**src/rtl/pwrmode_pkg.sv**
```systemverilog
package pwrmode_pkg;
  typedef enum logic [1:0] {
    MODE_REDUCED = 2'b00,
    MODE_NORMAL  = 2'b01,
    MODE_LOW     = 2'b10,
    MODE_SLEEP   = 2'b11
  } pwr_mode_e;

  typedef enum logic [1:0] {
    RD_ALL  = 2'd0,
    RD_MAV  = 2'd1,
    RD_NONE = 2'd2
  } rd_scope_e;

  typedef struct packed {
    logic      wrAllow;
    logic      softReset;
    logic      clearFlags;
    logic      setDone;
    logic      setStart;
    rd_scope_e rdScope;
  } ctl_strobe_t;

  localparam int ADR_STATUS = 0;
  localparam int ADR_MASK   = 1;
  localparam int ADR_LPTHR  = 2;
  localparam int ADR_CFG    = 3;
  localparam int ADR_CTRL   = 4;
  localparam int ADR_MAV_A  = 5;
  localparam int ADR_MAV_B  = 6;
  localparam int ADR_MAV_C  = 7;

  localparam int DONE_BIT  = 15;
  localparam int START_BIT = 14;
endpackage

```
**src/rtl/pwrmode_ctrl.sv**
```systemverilog
module pwrmode_ctrl
  import pwrmode_pkg::*;
#(
  parameter int TRANS_CYC = 16
) (
  input  logic        clk,
  input  logic        rst_n,
  input  logic        modeSelHi,
  input  logic        modeSelLo,
  output pwr_mode_e   curMode,
  output logic        busy,
  output ctl_strobe_t strb
);
  localparam int CNT_W = $clog2(TRANS_CYC + 1);

  logic [1:0] syncQ1, syncQ2, candReg;
  logic [CNT_W-1:0] busyCnt;
  pwr_mode_e newMode;
  logic accept;

  // two-flop synchroniser plus one-sample hold for the stability filter
  always_ff @(posedge clk or negedge rst_n) begin
    if (!rst_n) begin
      syncQ1  <= 2'b11;
      syncQ2  <= 2'b11;
      candReg <= 2'b11;
    end else begin
      syncQ1  <= {modeSelHi, modeSelLo};
      syncQ2  <= syncQ1;
      candReg <= syncQ2;
    end
  end

  assign newMode = pwr_mode_e'(syncQ2);
  assign accept  = (syncQ2 == candReg) && (newMode != curMode);

  always_ff @(posedge clk or negedge rst_n) begin
    if (!rst_n) begin
      curMode <= MODE_SLEEP;
      busyCnt <= '0;
    end else begin
      if (accept) begin
        curMode <= newMode;
        busyCnt <= (newMode == MODE_NORMAL) ? CNT_W'(TRANS_CYC) : '0;
      end else if (busyCnt != '0) begin
        busyCnt <= busyCnt - 1'b1;
      end
    end
  end

  assign busy = (busyCnt != '0);

  always_comb begin
    strb.clearFlags = accept;
    strb.softReset  = accept && (newMode == MODE_NORMAL);
    strb.setStart   = accept && (newMode == MODE_REDUCED) &&
                      ((curMode == MODE_LOW) || (curMode == MODE_SLEEP));
    strb.setDone    = !accept && (busyCnt == CNT_W'(1));
    strb.wrAllow    = (curMode == MODE_NORMAL) && !busy;
    case (curMode)
      MODE_NORMAL:  strb.rdScope = RD_ALL;
      MODE_REDUCED: strb.rdScope = RD_MAV;
      default:      strb.rdScope = RD_NONE;
    endcase
  end

  // the transition window only exists in normal mode
  assert_busy_normal_R4: assert property (@(posedge clk) disable iff (!rst_n)
    busy |-> curMode == MODE_NORMAL);

  // a state change always matches the filtered sample held the cycle before
  assert_filtered_change_R2: assert property (@(posedge clk) disable iff (!rst_n)
    (curMode != $past(curMode)) |-> ($past(candReg) == curMode));

  // entering normal starts a full-length transition
  assert_busy_start_R4: assert property (@(posedge clk) disable iff (!rst_n)
    strb.softReset |=> busy);
endmodule

```
**src/rtl/pwrmode_regs.sv**
```systemverilog
module pwrmode_regs
  import pwrmode_pkg::*;
#(
  parameter int          DATA_W    = 24,
  parameter int          ADDR_W    = 3,
  parameter int          MAV_W     = 20,
  parameter int          LPTHR_W   = 8,
  parameter logic [7:0]  LPTHR_DEF = 8'h07,
  parameter logic [23:0] CTRL_DEF  = 24'h0000A5
) (
  input  logic              clk,
  input  logic              rst_n,
  input  ctl_strobe_t       strb,
  input  logic              wrEn,
  input  logic [ADDR_W-1:0] wrAddr,
  input  logic [DATA_W-1:0] wrData,
  input  logic [ADDR_W-1:0] rdAddr,
  output logic [DATA_W-1:0] rdData,
  input  logic [MAV_W-1:0]  mavA,
  input  logic [MAV_W-1:0]  mavB,
  input  logic [MAV_W-1:0]  mavC,
  output logic              irqN
);
  localparam int PAD_W = DATA_W - MAV_W;

  logic [DATA_W-1:0]  maskReg, cfgReg, ctrlReg;
  logic [LPTHR_W-1:0] lpthrReg;
  logic doneFlag, startFlag;
  logic hitStatus, hitMask, hitLpthr, hitCfg, hitCtrl;

  assign hitStatus = strb.wrAllow && wrEn && (wrAddr == ADDR_W'(ADR_STATUS));
  assign hitMask   = strb.wrAllow && wrEn && (wrAddr == ADDR_W'(ADR_MASK));
  assign hitLpthr  = strb.wrAllow && wrEn && (wrAddr == ADDR_W'(ADR_LPTHR));
  assign hitCfg    = strb.wrAllow && wrEn && (wrAddr == ADDR_W'(ADR_CFG));
  assign hitCtrl   = strb.wrAllow && wrEn && (wrAddr == ADDR_W'(ADR_CTRL));

  // registers reset on normal-mode entry
  always_ff @(posedge clk or negedge rst_n) begin
    if (!rst_n) begin
      maskReg <= '0;
      ctrlReg <= DATA_W'(CTRL_DEF);
    end else if (strb.softReset) begin
      maskReg <= '0;
      ctrlReg <= DATA_W'(CTRL_DEF);
    end else begin
      if (hitMask) maskReg <= wrData;
      if (hitCtrl) ctrlReg <= wrData;
    end
  end

  // registers retained across normal-mode entry
  always_ff @(posedge clk or negedge rst_n) begin
    if (!rst_n) begin
      lpthrReg <= LPTHR_W'(LPTHR_DEF);
      cfgReg   <= '0;
    end else begin
      if (hitLpthr) lpthrReg <= wrData[LPTHR_W-1:0];
      if (hitCfg)   cfgReg   <= wrData;
    end
  end

  // status flags: clear on mode change, set by control, write-one-to-clear
  always_ff @(posedge clk or negedge rst_n) begin
    if (!rst_n) begin
      doneFlag  <= 1'b0;
      startFlag <= 1'b0;
    end else if (strb.clearFlags) begin
      doneFlag  <= 1'b0;
      startFlag <= strb.setStart;
    end else begin
      if (strb.setDone) doneFlag <= 1'b1;
      else if (hitStatus && wrData[DONE_BIT]) doneFlag <= 1'b0;
      if (hitStatus && wrData[START_BIT]) startFlag <= 1'b0;
    end
  end

  // mask register is deliberately not consulted: the interrupt is unmaskable
  assign irqN = !(doneFlag || startFlag);

  always_comb begin
    rdData = '0;
    if (strb.rdScope != RD_NONE) begin
      case (rdAddr)
        ADDR_W'(ADR_MAV_A): rdData = {{PAD_W{1'b0}}, mavA};
        ADDR_W'(ADR_MAV_B): rdData = {{PAD_W{1'b0}}, mavB};
        ADDR_W'(ADR_MAV_C): rdData = {{PAD_W{1'b0}}, mavC};
        default: begin
          if (strb.rdScope == RD_ALL) begin
            case (rdAddr)
              ADDR_W'(ADR_STATUS): begin
                rdData[DONE_BIT]  = doneFlag;
                rdData[START_BIT] = startFlag;
              end
              ADDR_W'(ADR_MASK):  rdData = maskReg;
              ADDR_W'(ADR_LPTHR): rdData = {{(DATA_W-LPTHR_W){1'b0}}, lpthrReg};
              ADDR_W'(ADR_CFG):   rdData = cfgReg;
              ADDR_W'(ADR_CTRL):  rdData = ctrlReg;
              default:            rdData = '0;
            endcase
          end
        end
      endcase
    end
  end

  // retained threshold moves only by an accepted host write
  assert_lpthr_kept_R3: assert property (@(posedge clk) disable iff (!rst_n)
    !hitLpthr |=> $stable(lpthrReg));

  // mask register changes only through a permitted write or normal entry
  assert_mask_guard_R8: assert property (@(posedge clk) disable iff (!rst_n)
    (!strb.wrAllow && !strb.softReset) |=> $stable(maskReg));

  // completion raises the interrupt whatever the mask holds
  assert_done_unmasked_R7: assert property (@(posedge clk) disable iff (!rst_n)
    strb.setDone |=> !irqN);

  // a state change without a start event leaves the line released
  assert_flags_cleared_R11: assert property (@(posedge clk) disable iff (!rst_n)
    (strb.clearFlags && !strb.setStart) |=> irqN);
endmodule

```
**src/rtl/pwrmode_top.sv**
```systemverilog
module pwrmode_top
  import pwrmode_pkg::*;
#(
  parameter int DATA_W    = 24,
  parameter int ADDR_W    = 3,
  parameter int MAV_W     = 20,
  parameter int TRANS_CYC = 16
) (
  input  logic              clk,
  input  logic              rst_n,
  input  logic              modeSelHi,
  input  logic              modeSelLo,
  input  logic              wrEn,
  input  logic [ADDR_W-1:0] wrAddr,
  input  logic [DATA_W-1:0] wrData,
  input  logic [ADDR_W-1:0] rdAddr,
  output logic [DATA_W-1:0] rdData,
  input  logic [MAV_W-1:0]  mavA,
  input  logic [MAV_W-1:0]  mavB,
  input  logic [MAV_W-1:0]  mavC,
  output logic [1:0]        powerMode,
  output logic              busy,
  output logic              irqN
);
  pwr_mode_e   curMode;
  ctl_strobe_t strb;

  pwrmode_ctrl #(.TRANS_CYC(TRANS_CYC)) i_ctrl (
    .clk(clk), .rst_n(rst_n), .modeSelHi(modeSelHi), .modeSelLo(modeSelLo),
    .curMode(curMode), .busy(busy), .strb(strb)
  );

  pwrmode_regs #(.DATA_W(DATA_W), .ADDR_W(ADDR_W), .MAV_W(MAV_W)) i_regs (
    .clk(clk), .rst_n(rst_n), .strb(strb), .wrEn(wrEn), .wrAddr(wrAddr),
    .wrData(wrData), .rdAddr(rdAddr), .rdData(rdData), .mavA(mavA),
    .mavB(mavB), .mavC(mavC), .irqN(irqN)
  );

  assign powerMode = curMode;

  // a completed transition leaves the interrupt asserted
  assert_done_irq_R5: assert property (@(posedge clk) disable iff (!rst_n)
    ($fell(busy) && powerMode == 2'b01) |-> !irqN);

  // low-power and sleep expose nothing on the read port
  assert_quiet_reads_R10: assert property (@(posedge clk) disable iff (!rst_n)
    powerMode[1] |-> rdData == '0);
endmodule

```
**config.mk**
```make
export PLATFORM = sky130hd
export DESIGN_NAME = pwrmode_top
export DESIGN_NICKNAME = d
export VERILOG_FILES = /design/src/rtl/pwrmode_pkg.sv /design/src/rtl/pwrmode_ctrl.sv /design/src/rtl/pwrmode_regs.sv /design/src/rtl/pwrmode_top.sv
export SDC_FILE = /design/constraint.sdc
export NUM_CORES = 1
export LEC_CHECK = 0
export ABC_AREA = 1
export BUFFER_PORTS_ARGS = -buffer_cell sky130_fd_sc_hd__buf_2
export CAP_MARGIN = 10
export CORE_MARGIN = 10
export CORE_UTILIZATION = 40
export CTS_BUF_LIST = sky130_fd_sc_hd__clkbuf_2
export CTS_CLUSTER_DIAMETER = 60
export DETAILED_ROUTE_END_ITERATION = 8
export PLACE_DENSITY = 0.59
export SLEW_MARGIN = 20
export SYNTH_ARGS = -nofsm -noshare
export SYNTH_HDL_FRONTEND = slang
export SYNTH_SLANG_ARGS = --single-unit
```
**constraint.sdc**
```tcl
create_clock -name clk -period 5 [get_ports clk]
set_clock_uncertainty 0.2 [all_clocks]
set_input_delay 1 -clock clk [delete_from_list [all_inputs] [get_ports clk]]
set_output_delay 1 -clock clk [all_outputs]
set_load 0.02 [all_outputs]
```
Word level (Yosys, flattened, before mapping)
Cells that the tools add are included.
Widths: inputs -> output; s select.

word-level totals
  word-level logic and storage cells = 80
  memories = 0
  ROM bits = 0
  register bits after elaboration = 95
  output and inout bits = 28
  bits in writable memories = 0
  input port bits = 95
  latch bits = 0

cells by class
  equality and inequality tests = 19
  bitwise gates (word level) = 0
  multiply operators = 0
  shift-type cells = 0
  divide/modulo/power cells = 0
  mux-type cells = 19
  reductions and logical operators = 30
  add/sub/neg operators = 1
  $lt $le $gt $ge = 0

operator list
  kind                 count
  $mux 24              6
  $pmux 24 s3          1
  $pmux 14 s4          1
  $pmux 8 s3           1
  $eq 3x3->1 const B   5
  $mux 5               3
  $logic_and 1x1->1    14
  $eq 3x2->1 const B   4
  $pmux 2 s4           1
  $reduce_bool 2->1    4
  $eq 3x1->1 const B   2
  $logic_not 2->1      3
  $logic_not 3->1      2
  $eq 5x1->1 const B   1
  $mux 1               5
  $reduce_bool 5->1    1
  $sub 5x1->5 const B  1
  $eq 2x1->1 const B   2
  $eq 2x2->1 const B   2
  $pmux 2 s2           1
  $logic_not 1->1      3
  $reduce_bool 3->1    1
  $eq 2x2->1           1
  $logic_or 1x1->1     2
  2 further kinds      2

Depth between registers and ports, before layout
Gate-level depths: netlist of run 1.

  depth in word-level cells = 9
  depth in mapped cells = 11
  depth with buffers taken out = 10

By module
A second synthesis of run 1 with hierarchy kept.

second synthesis, totals
  cell total of the unflattened synthesis = 738
  area, all modules = 5343.9 sq um

by module, submodules not included
  module        area each (sq um)  cells an instance  instances
  pwrmode_regs  4620.7             651                1
  pwrmode_ctrl  723.2              87                 1

Worst setup path after synthesis of run 1
OpenSTA, ideal clock, no wires.

  path type = in2out
  start = in rdAddr[2]
  end = out rdData[12]
  arrival time = 2.154 ns
  data required time = 3.800 ns
  stages = 7
  path slack = 1.646 ns
  cells stage by stage = buf_2 > nor2_2 > buf_2 > nand3_1 > nand3_1 > nand2_1 > a21oi_1

on the way
  longest elaborated chain between the ends = 5

ends and longest elaborated chain
  element                                   RTL line            RTL
  from (decl)                               pwrmode_top.sv:16   input logic [ADDR_W-1:0] rdAddr,
  $eq 3x3->1, or another cell as far along  pwrmode_regs.sv:89  case (rdAddr)
  $pmux 14 s4                               pwrmode_regs.sv:89
  $mux 24                                   pwrmode_regs.sv:88  if (strb.rdScope == RD_ALL) begin
  $pmux 24 s3 *                             pwrmode_regs.sv:83  case (rdAddr)
  $mux 24 *                                 pwrmode_regs.sv:82  if (strb.rdScope != RD_NONE) begin
  to (decl)                                 pwrmode_top.sv:17   output logic [DATA_W-1:0] rdData,

Every way passes the cells marked *; elsewhere a longest branch is shown, timed or not.

Final worst setup path of run 1
  start = in rdAddr[0]
  end = out rdData[8]

Same word-level chain as after synthesis.

==> flow_summary.toml, run 1 <==
[cts]
cts_buffers = 9
htree_levels = 3
clock_latency_ps = 580
cts_resized = 0
hold_buffers = 0
cts_tree = "built"
cts.sinks = 95
clkTransAtPathRegs_ps = 270
post_cts_buffers = 0
cts_root_buffer = "clkbuf_2"
cts_buffer_depth = 2

[detailed_routing]
ant_nets = 0
viasPerCell = 5.24
wl_per_cell_um = 16.7
drt_wl_total_um = 16500
drc = 0
dr.pass1.iters = 7
drtIter0Drc = 447
vias = 5179

[cells_and_area]
final_area_um2 = 6060
final_cell_mix = "204 x nand2_1, 145 x nand3_1, 121 x buf_2, 80 x dfrtp_1, 52 x inv_1"
antennaDiodeCount = 0
drive_gt1_share_pct = 22.6
final_util_pct = 46.1
layout.nets = 905
finalNonFillerCells = 989
area_delta_synth_final_pct = 13.5
fillCellCount = 1371
layout_commonest_cell = "nand2_1"

[pwr]
power.density_nw_per_um2 = 298
intPower_mw = 1.15
clockPowerShare_pct = 18.7
p_sw_share_pct = 36.4
power_frac_comb_pct = 25.7
p_leak_nw = 3.33
power.switching_mw = 0.657
seqPwrFrac_pct = 55.6
irDropWorstVdd_mv = 0.252
total_power_mw = 1.81

[critical_path]
worst-path-max-fanout = 30
critPathRequiredTime_ps = 3800
critPathArrivalTime_ps = 3070
r2r-end = "i_regs.maskReg[10]"
reg2reg_depth = 6
crit_type = "input port to output port"
crit_path_start_kind = "input port"
r2r-start = "i_ctrl.curMode[1]"
endpoint_kind = "output port"
ff2ff_setup_slack_ps = 2270

[timing]
rsz0062_at_grt = "no"
relSlewSlack_pct = 40.7
fin_ws_ps = 734
hold_viol = 0
finalCritPeriodShare_pct = 85.3
clock.fmax_ghz = 0.234
setup_viol = 0
hold_ws_ps = 176
tightestPinTransition_ps = 886
finalCriticalPeriod_ps = 4270
tns_ps = 0
maxSlewViolCount = 0

[floorplanning]
die_w_um = 136
die_h_um = 136
initial_core_util_pct = 40.6
core_um2 = 13100
io_pins = 123
die-area_um2 = 18400
row_count = 42

[placement]
port_buffers = 122
dp_cells = 973
dpl.hpwl_um = 11500
pre_cts_ws_ps = 746
gp_congestion = 0.854
dpl_cell_area_um2 = 5960

[synthesis]
synth_nets = 815
synth_cell_types = 33
synth_mux_area_share_pct = 0
ys_ff_latch = 95
yosysSeqAreaShare_pct = 44.9
synth_area_um2 = 5340
synth_compound_area_share_pct = 9.02
syn_area_per_cell_um2 = 7.43
synth_top_family_by_area = "simple AND/OR/NAND/NOR gates"
yosysWarnings = 0
postSynthCellCount = 718
synthXorXnorAreaFrac_pct = 0.164
synthSimpleGateAreaFrac_pct = 36.3
synth_fa_ha_area_share_pct = 0.469

[global_route]
antenna_found_initial = 2
grt_pass1_wl_um = 26600
grt_pass1_vias = 5013
grt-ovfl-total = 0
grt_max_degree = 65
track_usage_pct = 18.0

[hold_path]
whs_endpoint = "i_ctrl.newMode[1]"
hp-class = "flop to flop"
hold_depth = 0
hold_path.startpoint = "i_ctrl.syncQ1[1]"

[run]
maxCapViolations = 0

[run_status]
status = "finished, final reports clean"
## final cells by class
cell class | count | area (um2) | area share [%]
well taps | 176 | 220 | 3.63
inverters | 58 | 219 | 3.61
clock buffers | 10 | 50.0 | 0.826
repair buffers | 129 | 666 | 11.0
multi-input cells | 515 | 2470 | 40.7
flip-flops and latches | 95 | 2400 | 39.5
clock inverters | 6 | 43.8 | 0.723
## layer usage
metal	part of all wire, %	track usage [%]
met3	10	5.19
met4	0.92	4.72
met5	0.079	0
met2	44	27.8
met1	44	24.0
## Yosys cell counts
| cell type | instances | area, um2 |
|---|---|---|
| a21oi_1 | 37 | 185 |
| buf_1 | 7 | 26.3 |
| buf_2 | 20 | 100 |
| buf_4 | 5 | 37.5 |
| buf_6 | 5 | 56.3 |
| clkbuf_1 | 13 | 48.8 |
| clkinv_2 | 1 | 5.00 |
| dfrtp_1 | 80 | 2000 |
| dfstp_2 | 15 | 394 |
| ha_1 | 2 | 25.0 |
| inv_1 | 52 | 195 |
| inv_2 | 5 | 18.8 |
| nand2_1 | 204 | 766 |
| nand2_2 | 1 | 6.26 |
| nand2_4 | 1 | 11.3 |
| nand3_1 | 146 | 731 |
| nand3_2 | 1 | 10.0 |
| nand3b_1 | 1 | 7.51 |
| nand4_1 | 29 | 181 |
| nand4_2 | 1 | 12.5 |
| nand4_4 | 1 | 21.3 |
| nor2_1 | 21 | 78.8 |
| nor2_2 | 5 | 31.3 |
| nor2_4 | 1 | 11.3 |
| nor2_8 | 1 | 20.0 |
| nor3_1 | 6 | 30.0 |
| nor3_2 | 2 | 20.0 |
| o211ai_1 | 4 | 30.0 |
| o21ai_0 | 24 | 120 |
| o21ai_1 | 21 | 105 |
| o21ai_2 | 4 | 35.0 |
| o22ai_1 | 1 | 6.26 |
| xnor2_1 | 1 | 8.76 |
## sequential cells by signal (all words and copies together), names as in the netlist, 2 cells and up
signal           count
i_regs.lpthrReg      8
i_regs.cfgReg       24
i_ctrl.curMode       2
i_ctrl.busyCnt       5
i_regs.ctrlReg      24
i_regs.maskReg      24
i_ctrl.newMode       2
i_ctrl.candReg       2
i_ctrl.syncQ1        2
## critical path, stage by stage
cell and delay, ps:
buf_2 460, nand2_1 170, nor2_2 650, nand2_1 130
nand3_1 160, nand2_1 80, a21oi_1 190, buf_2 210
## worst max path at each step
stage | startpoint | endpoint | slack, ps | depth (start not counted)
2_1_floorplan | rdAddr[2] | rdData[12] | 1650 | 7
3_3_place_gp | rdAddr[0] | rdData[8] | 820 | 8
3_5_place_dp | rdAddr[0] | rdData[8] | 750 | 8
4_1_cts | rdAddr[0] | rdData[8] | 740 | 8
5_1_grt | rdAddr[0] | rdData[8] | 540 | 8
6_report | rdAddr[0] | rdData[8] | 730 | 8
## power groups by stage
stage / sequential [mW] / clock [mW] / combinational (mW)
finish: 1.00 / 0.338 / 0.465
global route: 1.02 / 0.380 / 0.534
CTS: 1.00 / 0.350 / 0.469
detailed placement: 1.02 / 0 / 0.467
global placement: 1.01 / 0 / 0.453
floorplan: 0.988 / 0 / 0.325
## logic make-up after synthesis
group                      count (synthesis)
and+or+nand+nor                          421
xor gates and xnor gates                   1
adders and majority gates                  2
buffers and inverters                    108
AOI/OAI and AO/OA                         91
DFF                                       95
Note: power is estimated with default switching activity, not from simulation.
==> inputs of run 2 (changes only) <==
--- a/config.mk
+++ b/config.mk
@@ -5,7 +5,7 @@
 export SDC_FILE = /design/constraint.sdc
 export NUM_CORES = 1
 export LEC_CHECK = 0
-export ABC_AREA = 1
+export ABC_AREA = 0
 export BUFFER_PORTS_ARGS = -buffer_cell sky130_fd_sc_hd__buf_2
 export CAP_MARGIN = 10
 export CORE_MARGIN = 10
==> constraint.sdc (replaced) <==
create_clock -name clk -period 5 [get_ports clk]
set_clock_uncertainty 0.2 [all_clocks]
set_input_delay 1.5 -clock clk [delete_from_list [all_inputs] [get_ports clk]]
set_output_delay 1.5 -clock clk [all_outputs]
set_load 0.02 [all_outputs]
==> run 2 against run 1 <==
  * Power is 4.4% higher
  * Fmax down 9.8%
  * Hold slack got worse by 22 ps
  * Clock power is 23% higher
  * Wire length decreased by 7.1%
  * Via count fell by 17%
  * Core utilization increased by 2.5 points
  * Sequential power hardly changed
  * Critical path type unchanged
  * Largest power group unchanged
  * Highest routed layer is now met4
==> flow_summary.toml, run 2 <==
[synthesis]
yosysTopAreaCellShare_pct = 38.2
yosys-top-cells-count = "98 x nand2_1, 80 x dfrtp_1, 53 x mux2_2"
synth_edf_count = 0
ys_ff_latch = 95
synth_nets = 626
post_synth_main_area_contributors = "dfrtp_1 38%, mux2_2 11%, dfstp_2 7.5%"
ys_async_sr_fraction_pct = 100
synth_cell_types = 44
syn_area_per_cell_um2 = 9.90
yosysWarnings = 0
yosysSeqAreaShare_pct = 45.8
synth_ff_type = "dfrtp_1"
synth_most_common_cell = "nand2_1"
postSynthCellCount = 529
synth_area_um2 = 5240
synth_top_area_cell = "dfrtp_1"

[timing]
rsz0062_at_grt = "no"
hold_viol = 0
setup_viol = 0
tightestPinTransition_ps = 989
clock.fmax_ghz = 0.211
relSlewSlack_pct = 34.0
finalCritPeriodShare_pct = 94.6
tns_ps = 0
maxSlewViolCount = 0
finalCriticalPeriod_ps = 4730

[cells_and_area]
layout_commonest_cell = "buf_2"
final_util_pct = 48.6
drive_gt1_share_pct = 39.2
layout.nets = 737
regArea_um2 = 2400
final_cell_mix = "121 x buf_2, 98 x nand2_1, 80 x dfrtp_1, 53 x mux2_2, 42 x nor2_1"
fillCellCount = 1257
antennaDiodeCount = 0
multi_input_area_um2 = 2640
area_delta_synth_final_pct = 18.2
largestRegisters = "i_regs.cfgReg (24), i_regs.ctrlReg (24), i_regs.maskReg (24)"

[detailed_routing]
ant_nets = 0
vias = 4319
wl_per_cell_um = 18.8
viasPerCell = 5.29
dr.pass1.iters = 4
drc = 0
drt_wl_total_um = 15300
drtIter0Drc = 296

[floorplanning]
die-area_um2 = 18100
die_w_um = 134
die_h_um = 134
initial_core_util_pct = 41.2
io_pins = 123
row_count = 41
core_um2 = 12700

[cts]
cts_resized = 0
cts_buffers = 9
post_cts_buffers = 0
cts_buffer_depth = 2
cts.sinks = 95
hold_buffers = 0
htree_levels = 3
clock_latency_ps = 560
clkTransAtPathRegs_ps = 240
cts_root_buffer = "clkbuf_2"
cts_tree = "built"

[critical_path]
cp_top_family = "buffers and inverters"
cp-endpoint = "rdData[15]"
startpoint = "rdAddr[0]"
cp.buffers_inverters = 3
cpMostUsedCell = "buf_2"
endpoint_kind = "output port"
crit_path_start_kind = "input port"
path_cells = "buf_2 > nor2b_2 > buf_12 > a22oi_1 > or3_1 > o21ai_0 > buf_2"
r2r-start = "i_ctrl.busyCnt[0]"
critPathRequiredTime_ps = 3300
max_stage_delay_ps = 340
worst-path-max-fanout = 25
critPathArrivalTime_ps = 3030
cp.depth = 7
crit_type = "input port to output port"
crit_slowest_cell = "nor2b_2"
ff2ff_setup_slack_ps = 2460
r2r-end = "i_regs.ctrlReg[23]"
reg2reg_depth = 8

[pwr]
power.density_nw_per_um2 = 305
p_leak_nw = 3.01
irDropWorstVdd_mv = 0.181

[global_route]
grt_max_degree = 77
grt_pass1_wl_um = 24800
grt-ovfl-total = 0
antenna_found_initial = 0
track_usage_pct = 16.9
grt_pass1_vias = 4698

[run]
maxCapViolations = 0

[hold_path]
hold_path.startpoint = "i_ctrl.syncQ1[1]"
hp-class = "flop to flop"

[run_status]
status = "finished, final reports clean"

[placement]
dpl.hpwl_um = 10700
gp_congestion = 0.769
port_buffers = 122
[run 2: logic make-up (layout without fill, tap and decap cells)]
logic type	count (synthesis)	after routing	synth area share, %
and+or+nand+nor	191	191	18.1
AOI/OAI and AO/OA	106	106	14.0
DFF	95	95	45.8
muxes	81	81	16.8
buffers and inverters	50	166	4.21
xor gates and xnor gates	4	4	0.669
adders and majority gates	2	2	0.478
[run 2: worst min path at each step]
stage / endpoint / depth (start not counted)
3_3_place_gp: i_ctrl.newMode[1] / 0
2_1_floorplan: i_ctrl.newMode[0] / 0
4_1_cts: i_ctrl.newMode[1] / 0
6_report: i_ctrl.newMode[1] / 0
5_1_grt: i_ctrl.newMode[1] / 0
3_5_place_dp: i_ctrl.newMode[1] / 0
[run 2: final cells by class]
class                   instances  area share, %
clock inverters                 5           1.21
flip-flops and latches         95           38.7
inverters                       8          0.485
well taps                     172           3.48
multi-input cells             384           42.7
repair buffers                142           12.5
clock buffers                  11          0.890
[run 2: metrics by stage]
step                      worst slack, ps  hold WS [ps]  instance area, um2  power [mW]  cells
final                                 269           154                6190        1.89    817
after global routing                  164           173                6190        2.01    817
after CTS                             293           165                6190        1.90    817
after detailed placement              298           155                6060        1.49    801
after global placement                342           155                6060        1.47    801
after floorplan                       247           145                5240        1.30    529
[run 2: per-layer routing]
| layer | up-vias | part of all wire (%) | GRT usage, % | wire (um) |
|---|---|---|---|---|
| met5 | - | 0 | 0 | 0 |
| met4 | 0 | 0.78 | 4.05 | 119 |
| met3 | 12 | 6.0 | 4.18 | 920 |
| met2 | 116 | 50 | 29.1 | 7670 |
| met1 | 2111 | 43 | 20.8 | 6620 |
| li1 | 2080 | - | - | - |
[run 2: power by group]
part	leakage, nW	internal, mW	switching, mW	total [mW]
clock network	0.0857	0.167	0.249	0.416
logic	1.67	0.216	0.266	0.482
registers	1.25	0.900	0.0878	0.988
total	3.01	1.28	0.603	1.89
